<file path="config.mk">
export PLATFORM = sky130hd
export DESIGN_NAME = spi_irq_bank
export DESIGN_NICKNAME = d
export VERILOG_FILES = /design/src/rtl/spi_irq_pkg.sv /design/src/rtl/spi_irq_sticky.sv /design/src/rtl/spi_irq_levels.sv /design/src/rtl/spi_irq_mask.sv /design/src/rtl/spi_irq_bank.sv
export SDC_FILE = /design/constraint.sdc
export NUM_CORES = 1
export LEC_CHECK = 0
export ABC_AREA = 1
export BUFFER_PORTS_ARGS = -buffer_cell sky130_fd_sc_hd__buf_2
export CAP_MARGIN = 20
export CORE_ASPECT_RATIO = 0.9
export CORE_MARGIN = 4
export CORE_UTILIZATION = 52
export CTS_BUF_LIST = sky130_fd_sc_hd__clkbuf_8
export DETAILED_ROUTE_END_ITERATION = 8
export HOLD_SLACK_MARGIN = 0.1
export PLACE_DENSITY_LB_ADDON = 0.08
export SLEW_MARGIN = 20
export SYNTH_ARGS = -nofsm -noshare
export SYNTH_HDL_FRONTEND = slang
export SYNTH_SLANG_ARGS = --single-unit
</file>
<file path="constraint.sdc">
create_clock -name clk -period 2.6 [get_ports clk]
set_input_delay 0.13 -clock clk [delete_from_list [all_inputs] [get_ports clk]]
set_output_delay 0.13 -clock clk [all_outputs]
set_load 0.01 [all_outputs]
</file>
<file path="src/rtl/spi_irq_pkg.sv">
// Package: shared offsets and status bit positions for the SPI interrupt bank.
// Assumes byte offsets fit in 8 bits; users cast to their own address width.
package spi_irq_pkg;
    localparam int N_SRC = 7;

    localparam logic [7:0] OFS_STATUS  = 8'h04;
    localparam logic [7:0] OFS_SET     = 8'h08;
    localparam logic [7:0] OFS_CLR     = 8'h0C;
    localparam logic [7:0] OFS_MASK    = 8'h10;
    localparam logic [7:0] OFS_TX_THR  = 8'h28;
    localparam logic [7:0] OFS_RX_THR  = 8'h2C;

    localparam int B_RX_OVF   = 0;
    localparam int B_MODE_FLT = 1;
    localparam int B_TX_NF    = 2;
    localparam int B_TX_FULL  = 3;
    localparam int B_RX_NE    = 4;
    localparam int B_RX_FULL  = 5;
    localparam int B_TX_UNF   = 6;
endpackage

</file>
<file path="src/rtl/spi_irq_sticky.sv">
// Module: bank of sticky event flags with write-1-to-clear.
// Assumes evt pulses are one cycle wide; a set in the same cycle as a clear wins.
module spi_irq_sticky #(
    parameter int N = 3
) (
    input  logic         clk,
    input  logic         rst_n,
    input  logic [N-1:0] evt,
    input  logic [N-1:0] clr,
    output logic [N-1:0] q
);
    // One independent flag per event source.
    for (genvar i = 0; i < N; i++) begin : g_flag
        // Purpose: latch the event, drop on clear unless the event repeats.
        always_ff @(posedge clk) begin
            if (!rst_n)      q[i] <= 1'b0;
            else if (evt[i]) q[i] <= 1'b1;
            else if (clr[i]) q[i] <= 1'b0;
        end
    end

    AST_STICKY_HOLD: assert property (@(posedge clk) disable iff (!rst_n)
        1'b1 |=> ((q & $past(q & ~clr)) == $past(q & ~clr)));
    AST_EVT_WINS: assert property (@(posedge clk) disable iff (!rst_n)
        (|evt) |=> ((q & $past(evt)) == $past(evt)));
    AST_W1C_CLEARS: assert property (@(posedge clk) disable iff (!rst_n)
        (|(clr & ~evt)) |=> ((q & $past(clr & ~evt)) == '0));
endmodule

</file>
<file path="src/rtl/spi_irq_levels.sv">
// Module: threshold registers and live FIFO-level flags.
// Assumes levels never exceed the FIFO depths; thresholds keep the low bits written.
module spi_irq_levels #(
    parameter int TX_DEPTH   = 128,
    parameter int RX_DEPTH   = 128,
    parameter int TX_THR_RST = 1,
    parameter int RX_THR_RST = 1,
    localparam int TX_LW = $clog2(TX_DEPTH + 1),
    localparam int RX_LW = $clog2(RX_DEPTH + 1)
) (
    input  logic             clk,
    input  logic             rst_n,
    input  logic             tx_thr_we,
    input  logic             rx_thr_we,
    input  logic [TX_LW-1:0] tx_thr_wd,
    input  logic [RX_LW-1:0] rx_thr_wd,
    input  logic [TX_LW-1:0] tx_level,
    input  logic [RX_LW-1:0] rx_level,
    output logic [TX_LW-1:0] tx_thr,
    output logic [RX_LW-1:0] rx_thr,
    output logic             tx_nf,
    output logic             tx_full,
    output logic             rx_ne,
    output logic             rx_full
);
    // Purpose: hold the programmable thresholds.
    always_ff @(posedge clk) begin
        if (!rst_n) begin
            tx_thr <= TX_LW'(TX_THR_RST);
            rx_thr <= RX_LW'(RX_THR_RST);
        end else begin
            if (tx_thr_we) tx_thr <= tx_thr_wd;
            if (rx_thr_we) rx_thr <= rx_thr_wd;
        end
    end

    // Purpose: compare live levels against thresholds and depths.
    always_comb begin
        tx_nf   = tx_level < tx_thr;
        tx_full = tx_level == TX_LW'(TX_DEPTH);
        rx_ne   = rx_level >= rx_thr;
        rx_full = rx_level == RX_LW'(RX_DEPTH);
    end

    AST_THR_KEEP: assert property (@(posedge clk) disable iff (!rst_n)
        !tx_thr_we |=> $stable(tx_thr));
endmodule

</file>
<file path="src/rtl/spi_irq_mask.sv">
// Module: interrupt enable mask changed only through set and clear strobes.
// Assumes set_stb and clr_stb are never active in the same cycle.
module spi_irq_mask #(
    parameter int N = 7
) (
    input  logic         clk,
    input  logic         rst_n,
    input  logic         set_stb,
    input  logic         clr_stb,
    input  logic [N-1:0] bits,
    output logic [N-1:0] mask
);
    // Purpose: OR in set bits, AND out cleared bits.
    always_ff @(posedge clk) begin
        if (!rst_n)       mask <= '0;
        else if (set_stb) mask <= mask | bits;
        else if (clr_stb) mask <= mask & ~bits;
    end

    AST_MASK_SET: assert property (@(posedge clk) disable iff (!rst_n)
        set_stb |=> ((mask & $past(bits)) == $past(bits)));
    AST_MASK_CLR: assert property (@(posedge clk) disable iff (!rst_n)
        clr_stb |=> ((mask & $past(bits)) == '0));
    AST_MASK_IDLE: assert property (@(posedge clk) disable iff (!rst_n)
        !(set_stb || clr_stb) |=> $stable(mask));
endmodule

</file>
<file path="src/rtl/spi_irq_bank.sv">
// Module: SPI master interrupt/status bank top. Decodes register accesses,
// assembles the status word, drives the registered interrupt line.
// Assumes one access per cycle and combinational reads.
module spi_irq_bank #(
    parameter int ADDR_W     = 8,
    parameter int DATA_W     = 32,
    parameter int TX_DEPTH   = 128,
    parameter int RX_DEPTH   = 128,
    parameter int TX_THR_RST = 1,
    parameter int RX_THR_RST = 1,
    localparam int TX_LW = $clog2(TX_DEPTH + 1),
    localparam int RX_LW = $clog2(RX_DEPTH + 1)
) (
    input  logic              clk,
    input  logic              rst_n,
    input  logic              reg_wr,
    input  logic [ADDR_W-1:0] reg_addr,
    input  logic [DATA_W-1:0] reg_wdata,
    output logic [DATA_W-1:0] reg_rdata,
    input  logic [TX_LW-1:0]  tx_level,
    input  logic [RX_LW-1:0]  rx_level,
    input  logic              evt_rx_ovf,
    input  logic              evt_mode_fault,
    input  logic              evt_tx_unf,
    output logic              irq
);
    import spi_irq_pkg::*;

    localparam int N_STK = 3;

    logic wr_stat, wr_set, wr_clr, wr_txt, wr_rxt;
    logic [N_STK-1:0] stk_evt, stk_clr, stk_q;
    logic [TX_LW-1:0] tx_thr;
    logic [RX_LW-1:0] rx_thr;
    logic tx_nf, tx_full, rx_ne, rx_full;
    logic [N_SRC-1:0] status, mask;
    logic unused_wdata;

    assign unused_wdata = ^reg_wdata;

    // Purpose: decode write strobes per register offset.
    always_comb begin
        wr_stat = reg_wr && (reg_addr == ADDR_W'(OFS_STATUS));
        wr_set  = reg_wr && (reg_addr == ADDR_W'(OFS_SET));
        wr_clr  = reg_wr && (reg_addr == ADDR_W'(OFS_CLR));
        wr_txt  = reg_wr && (reg_addr == ADDR_W'(OFS_TX_THR));
        wr_rxt  = reg_wr && (reg_addr == ADDR_W'(OFS_RX_THR));
    end

    // Purpose: map sticky sources to their status positions.
    always_comb begin
        stk_evt = {evt_tx_unf, evt_mode_fault, evt_rx_ovf};
        stk_clr = {N_STK{wr_stat}} &
                  {reg_wdata[B_TX_UNF], reg_wdata[B_MODE_FLT], reg_wdata[B_RX_OVF]};
    end

    spi_irq_sticky #(.N(N_STK)) u_sticky (
        .clk (clk), .rst_n (rst_n), .evt (stk_evt), .clr (stk_clr), .q (stk_q)
    );

    spi_irq_levels #(
        .TX_DEPTH (TX_DEPTH), .RX_DEPTH (RX_DEPTH),
        .TX_THR_RST (TX_THR_RST), .RX_THR_RST (RX_THR_RST)
    ) u_levels (
        .clk (clk), .rst_n (rst_n),
        .tx_thr_we (wr_txt), .rx_thr_we (wr_rxt),
        .tx_thr_wd (reg_wdata[TX_LW-1:0]), .rx_thr_wd (reg_wdata[RX_LW-1:0]),
        .tx_level (tx_level), .rx_level (rx_level),
        .tx_thr (tx_thr), .rx_thr (rx_thr),
        .tx_nf (tx_nf), .tx_full (tx_full), .rx_ne (rx_ne), .rx_full (rx_full)
    );

    spi_irq_mask #(.N(N_SRC)) u_mask (
        .clk (clk), .rst_n (rst_n), .set_stb (wr_set), .clr_stb (wr_clr),
        .bits (reg_wdata[N_SRC-1:0]), .mask (mask)
    );

    // Purpose: assemble the status word from sticky and live flags.
    always_comb begin
        status              = '0;
        status[B_RX_OVF]    = stk_q[0];
        status[B_MODE_FLT]  = stk_q[1];
        status[B_TX_NF]     = tx_nf;
        status[B_TX_FULL]   = tx_full;
        status[B_RX_NE]     = rx_ne;
        status[B_RX_FULL]   = rx_full;
        status[B_TX_UNF]    = stk_q[2];
    end

    // Purpose: register the interrupt line from enabled active sources.
    always_ff @(posedge clk) begin
        if (!rst_n) irq <= 1'b0;
        else        irq <= |(status & mask);
    end

    // Purpose: select read data by offset.
    always_comb begin
        reg_rdata = '0;
        if      (reg_addr == ADDR_W'(OFS_STATUS)) reg_rdata = DATA_W'(status);
        else if (reg_addr == ADDR_W'(OFS_MASK))   reg_rdata = DATA_W'(mask);
        else if (reg_addr == ADDR_W'(OFS_TX_THR)) reg_rdata = DATA_W'(tx_thr);
        else if (reg_addr == ADDR_W'(OFS_RX_THR)) reg_rdata = DATA_W'(rx_thr);
    end

    AST_IRQ_FOLLOWS: assert property (@(posedge clk) disable iff (!rst_n)
        1'b1 |=> (irq == $past(|(status & mask))));
    AST_STROBE_EXCL: assert property (@(posedge clk) disable iff (!rst_n)
        $onehot0({wr_stat, wr_set, wr_clr, wr_txt, wr_rxt}));
endmodule

</file>
==> results_dict.tcl <==
set metrics [dict create \
    worstSkewPairLatency_ns 0.28 \
    ctsResizeCount 0 \
    drive_gt1_share_pct 25.00 \
    cts_buffer_depth 2 \
    yosysTopAreaCellShare_pct 25.96 \
    track_usage_pct 20.57 \
    netlist_area_mm2 0.002082 \
    synth_cell_types 35 \
    ys_top_cells_by_area "dfxtp_1 (26%), buf_4 (9.4%), ha_1 (9.0%), nand2_1 (9.0%), inv_1 (7.6%)" \
    synthArstFlopShare_pct 0 \
    post_cts_buffers 0 \
    rows 21 \
    combPwrFrac_pct 17.6 \
    reg2reg_to "irq$_SDFF_PN0_" \
    numCtsBuffers 3 \
    dp_hpwl_mm 4.008 \
    pwr-share-clk_pct 30.7 \
    r2r_slack_ns 1.14 \
    crit_required_ns 2.47 \
    io_buffer_count 46 \
    antenna_left 0 \
    leakagePower_nw 1.138 \
    finalNetCount 410 \
    finalWirelength_mm 4.926 \
    cp.arrival_ns 1.74 \
    dp_slack_ns 1.038 \
    ys.flop_type "dfxtp_1" \
    cp-start-kind "flop" \
    power_switching_uw 238.2 \
    seqPwrFrac_pct 51.7 \
    clock-sinks 27 \
    hold_depth 3 \
    setup_ws_ns 0.7318 \
    core_mm2 0.003784 \
    mostFrequentLayoutCell "nand2_1" \
    ys_seq_elements 27 \
    antenna_found_initial 0 \
    vias_per_cell 4.950 \
    yosys.area.top_type "dfxtp_1" \
    cts_tree "built" \
    clock.fmax_mhz 535.3 \
    cp_max_fo 3 \
    swShare_pct 29.23 \
    grt_pass1_wl_mm 7.941 \
    drv_cap 0 \
    area_growth_pct 10.52 \
    die-width_um 74.70 \
    period_share_pct 71.85 \
    initial_core_util_pct 55.03 \
    wl_per_cell_um 13.03 \
    rsz0062_at_grt "no" \
    ir_drop_mv 0.2832 \
    internal_power_uw 576.7 \
    cts-root-buf "clkbuf_8" \
    antenna_cells 0 \
    grt_pass1_vias 1755 \
    dieArea_mm2 0.005082 \
    grt_overflow_total 0 \
    grt_max_degree 20 \
    powerDensity_mw_per_mm2 354.1 \
    crit_type "reg2out" \
    syn_inst 285 \
    cts.clk_slew.worst_paths_ns 0.10 \
    synth-edff-count 0 \
    synth.avg_cell_area_um2 7.305 \
    min_to "u_levels.rx_thr[7]$_SDFFE_PN0P_" \
    yosysSeqAreaShare_pct 25.96 \
    hold_viol 0 \
    critPathCaptureType "output pin" \
    final_cell_mix "nand2_1 (50), buf_2 (46), inv_1 (42), dfxtp_1 (27), conb_1 (24)" \
    relSlewSlack_pct 66.12 \
    holdCritPathClass "in2reg" \
    synth_warnings 0 \
    drcViolationCount 0 \
    n_fill_cell 390 \
    drt_pass1_iterations 4 \
    setup_viol 0 \
    num_vias 1871 \
    worst_pin_slew_ns 0.5044 \
    maxSlewViolCount 0 \
    post-route-min-period_ns 1.868 \
    drtIter0Drc 82 \
    tns_ns 0 \
    reg2reg_depth 10 \
    run_status "finished, final reports clean" \
    gp_congestion 0.7906 \
    io_pins 95 \
    reg2reg_from "u_levels.rx_thr[5]$_SDFFE_PN0P_" \
    die_y_um 68.03 \
    htree_levels 1 \
    fin_skew_ns 0.003464 \
    hp-start "reg_wdata[7]" \
]
cell type report:
cell class | instances | area [um^2] | area share [%]
clock buffers | 3 | 41.29 | 1.794
clock inverters | 1 | 5.005 | 0.2175
inverters | 48 | 182.7 | 7.939
multi-input cells | 204 | 1214 | 52.75
flip-flops and latches | 27 | 540.5 | 23.49
well taps | 46 | 57.56 | 2.501
repair buffers | 49 | 260.3 | 11.31
power groups by stage:
stage	clock (mW)	sequential [mW]	combinational [mW]
after floorplan	0	0.429	0.115
after global placement	0	0.430	0.136
after detailed placement	0	0.430	0.139
after CTS	0.250	0.421	0.143
after global routing	0.263	0.421	0.164
final	0.250	0.421	0.143
worst max-delay path by stage:
stage | startpoint | to | cells after the start
after floorplan | u_levels.rx_thr[7]$_SDFFE_PN0P_ | reg_rdata[4] | 7
after global placement | reg_addr[4] | reg_rdata[5] | 7
after detailed placement | u_levels.rx_thr[7]$_SDFFE_PN0P_ | reg_rdata[4] | 9
after CTS | u_levels.rx_thr[7]$_SDFFE_PN0P_ | reg_rdata[4] | 9
after global routing | u_levels.rx_thr[7]$_SDFFE_PN0P_ | reg_rdata[4] | 9
final | u_levels.rx_thr[7]$_SDFFE_PN0P_ | reg_rdata[4] | 9
through the flow:
step	std cells	hold slack (ns)	util, %	power (mW)	instance area [um^2]
2_1_floorplan	308	0.2474	-	0.5442	2168
3_3_place_gp	371	0.3344	58.80	0.5668	2225
3_5_place_dp	371	0.3430	58.80	0.5694	2225
4_1_cts	378	0.1229	60.81	0.8133	2301
5_1_grt	378	0.1356	60.81	0.8477	2301
6_report	378	0.1189	60.81	0.8148	2301
critical path, cell delays in order (launching register included):
cell and delay, ns:
dfxtp_1 0.32, inv_1 0.07, ha_1 0.30, nand2_1 0.07, nor2_1 0.17, nand4_1 0.11
nand3_1 0.12, nand2_1 0.06, nand4_1 0.10, buf_2 0.14
cell usage after synthesis (2+ instances only):
| master | number |
|---|---|
| nand2_1 | 50 |
| inv_1 | 42 |
| dfxtp_1 | 27 |
| buf_4 | 26 |
| a21oi_1 | 23 |
| ha_1 | 15 |
| nor2_1 | 15 |
| nand3_1 | 12 |
| nand4_1 | 11 |
| o21ai_0 | 8 |
| o21ai_1 | 8 |
| a21oi_2 | 7 |
| o21ai_2 | 5 |
| inv_2 | 4 |
| nand2_2 | 4 |
| o2111ai_1 | 4 |
| nand2_4 | 3 |
| nor2_8 | 2 |
| nor3_1 | 2 |
| nor3_4 | 2 |
logic make-up (layout without fill, tap and decap cells):
logic type,after synthesis,count (layout),synth area share [%]
AND/OR/NAND/NOR,105,105,26.86
buffers and inverters,77,101,19.89
AO/OA/AOI/OAI,60,60,18.09
flip-flops,27,27,25.96
adder cells (fa/ha/maj),15,15,9.014
other,1,24,0.1801
layer usage:
layer  vias up  track usage [%]  part of all wire [%]
met1       817            26.93                    46
met4         0            4.889                   1.1
li1        979                -                     -
met2        68            34.87                    46
met5         -                0                     0
met3         7            3.965                   7.5
repair_timing:
item,in CTS,in global routing
endpoints found under the setup margin,0,0
hold endpoints to repair,3,0
hold buffers,3,0
No activity file was read; power rests on OpenSTA's default activity.
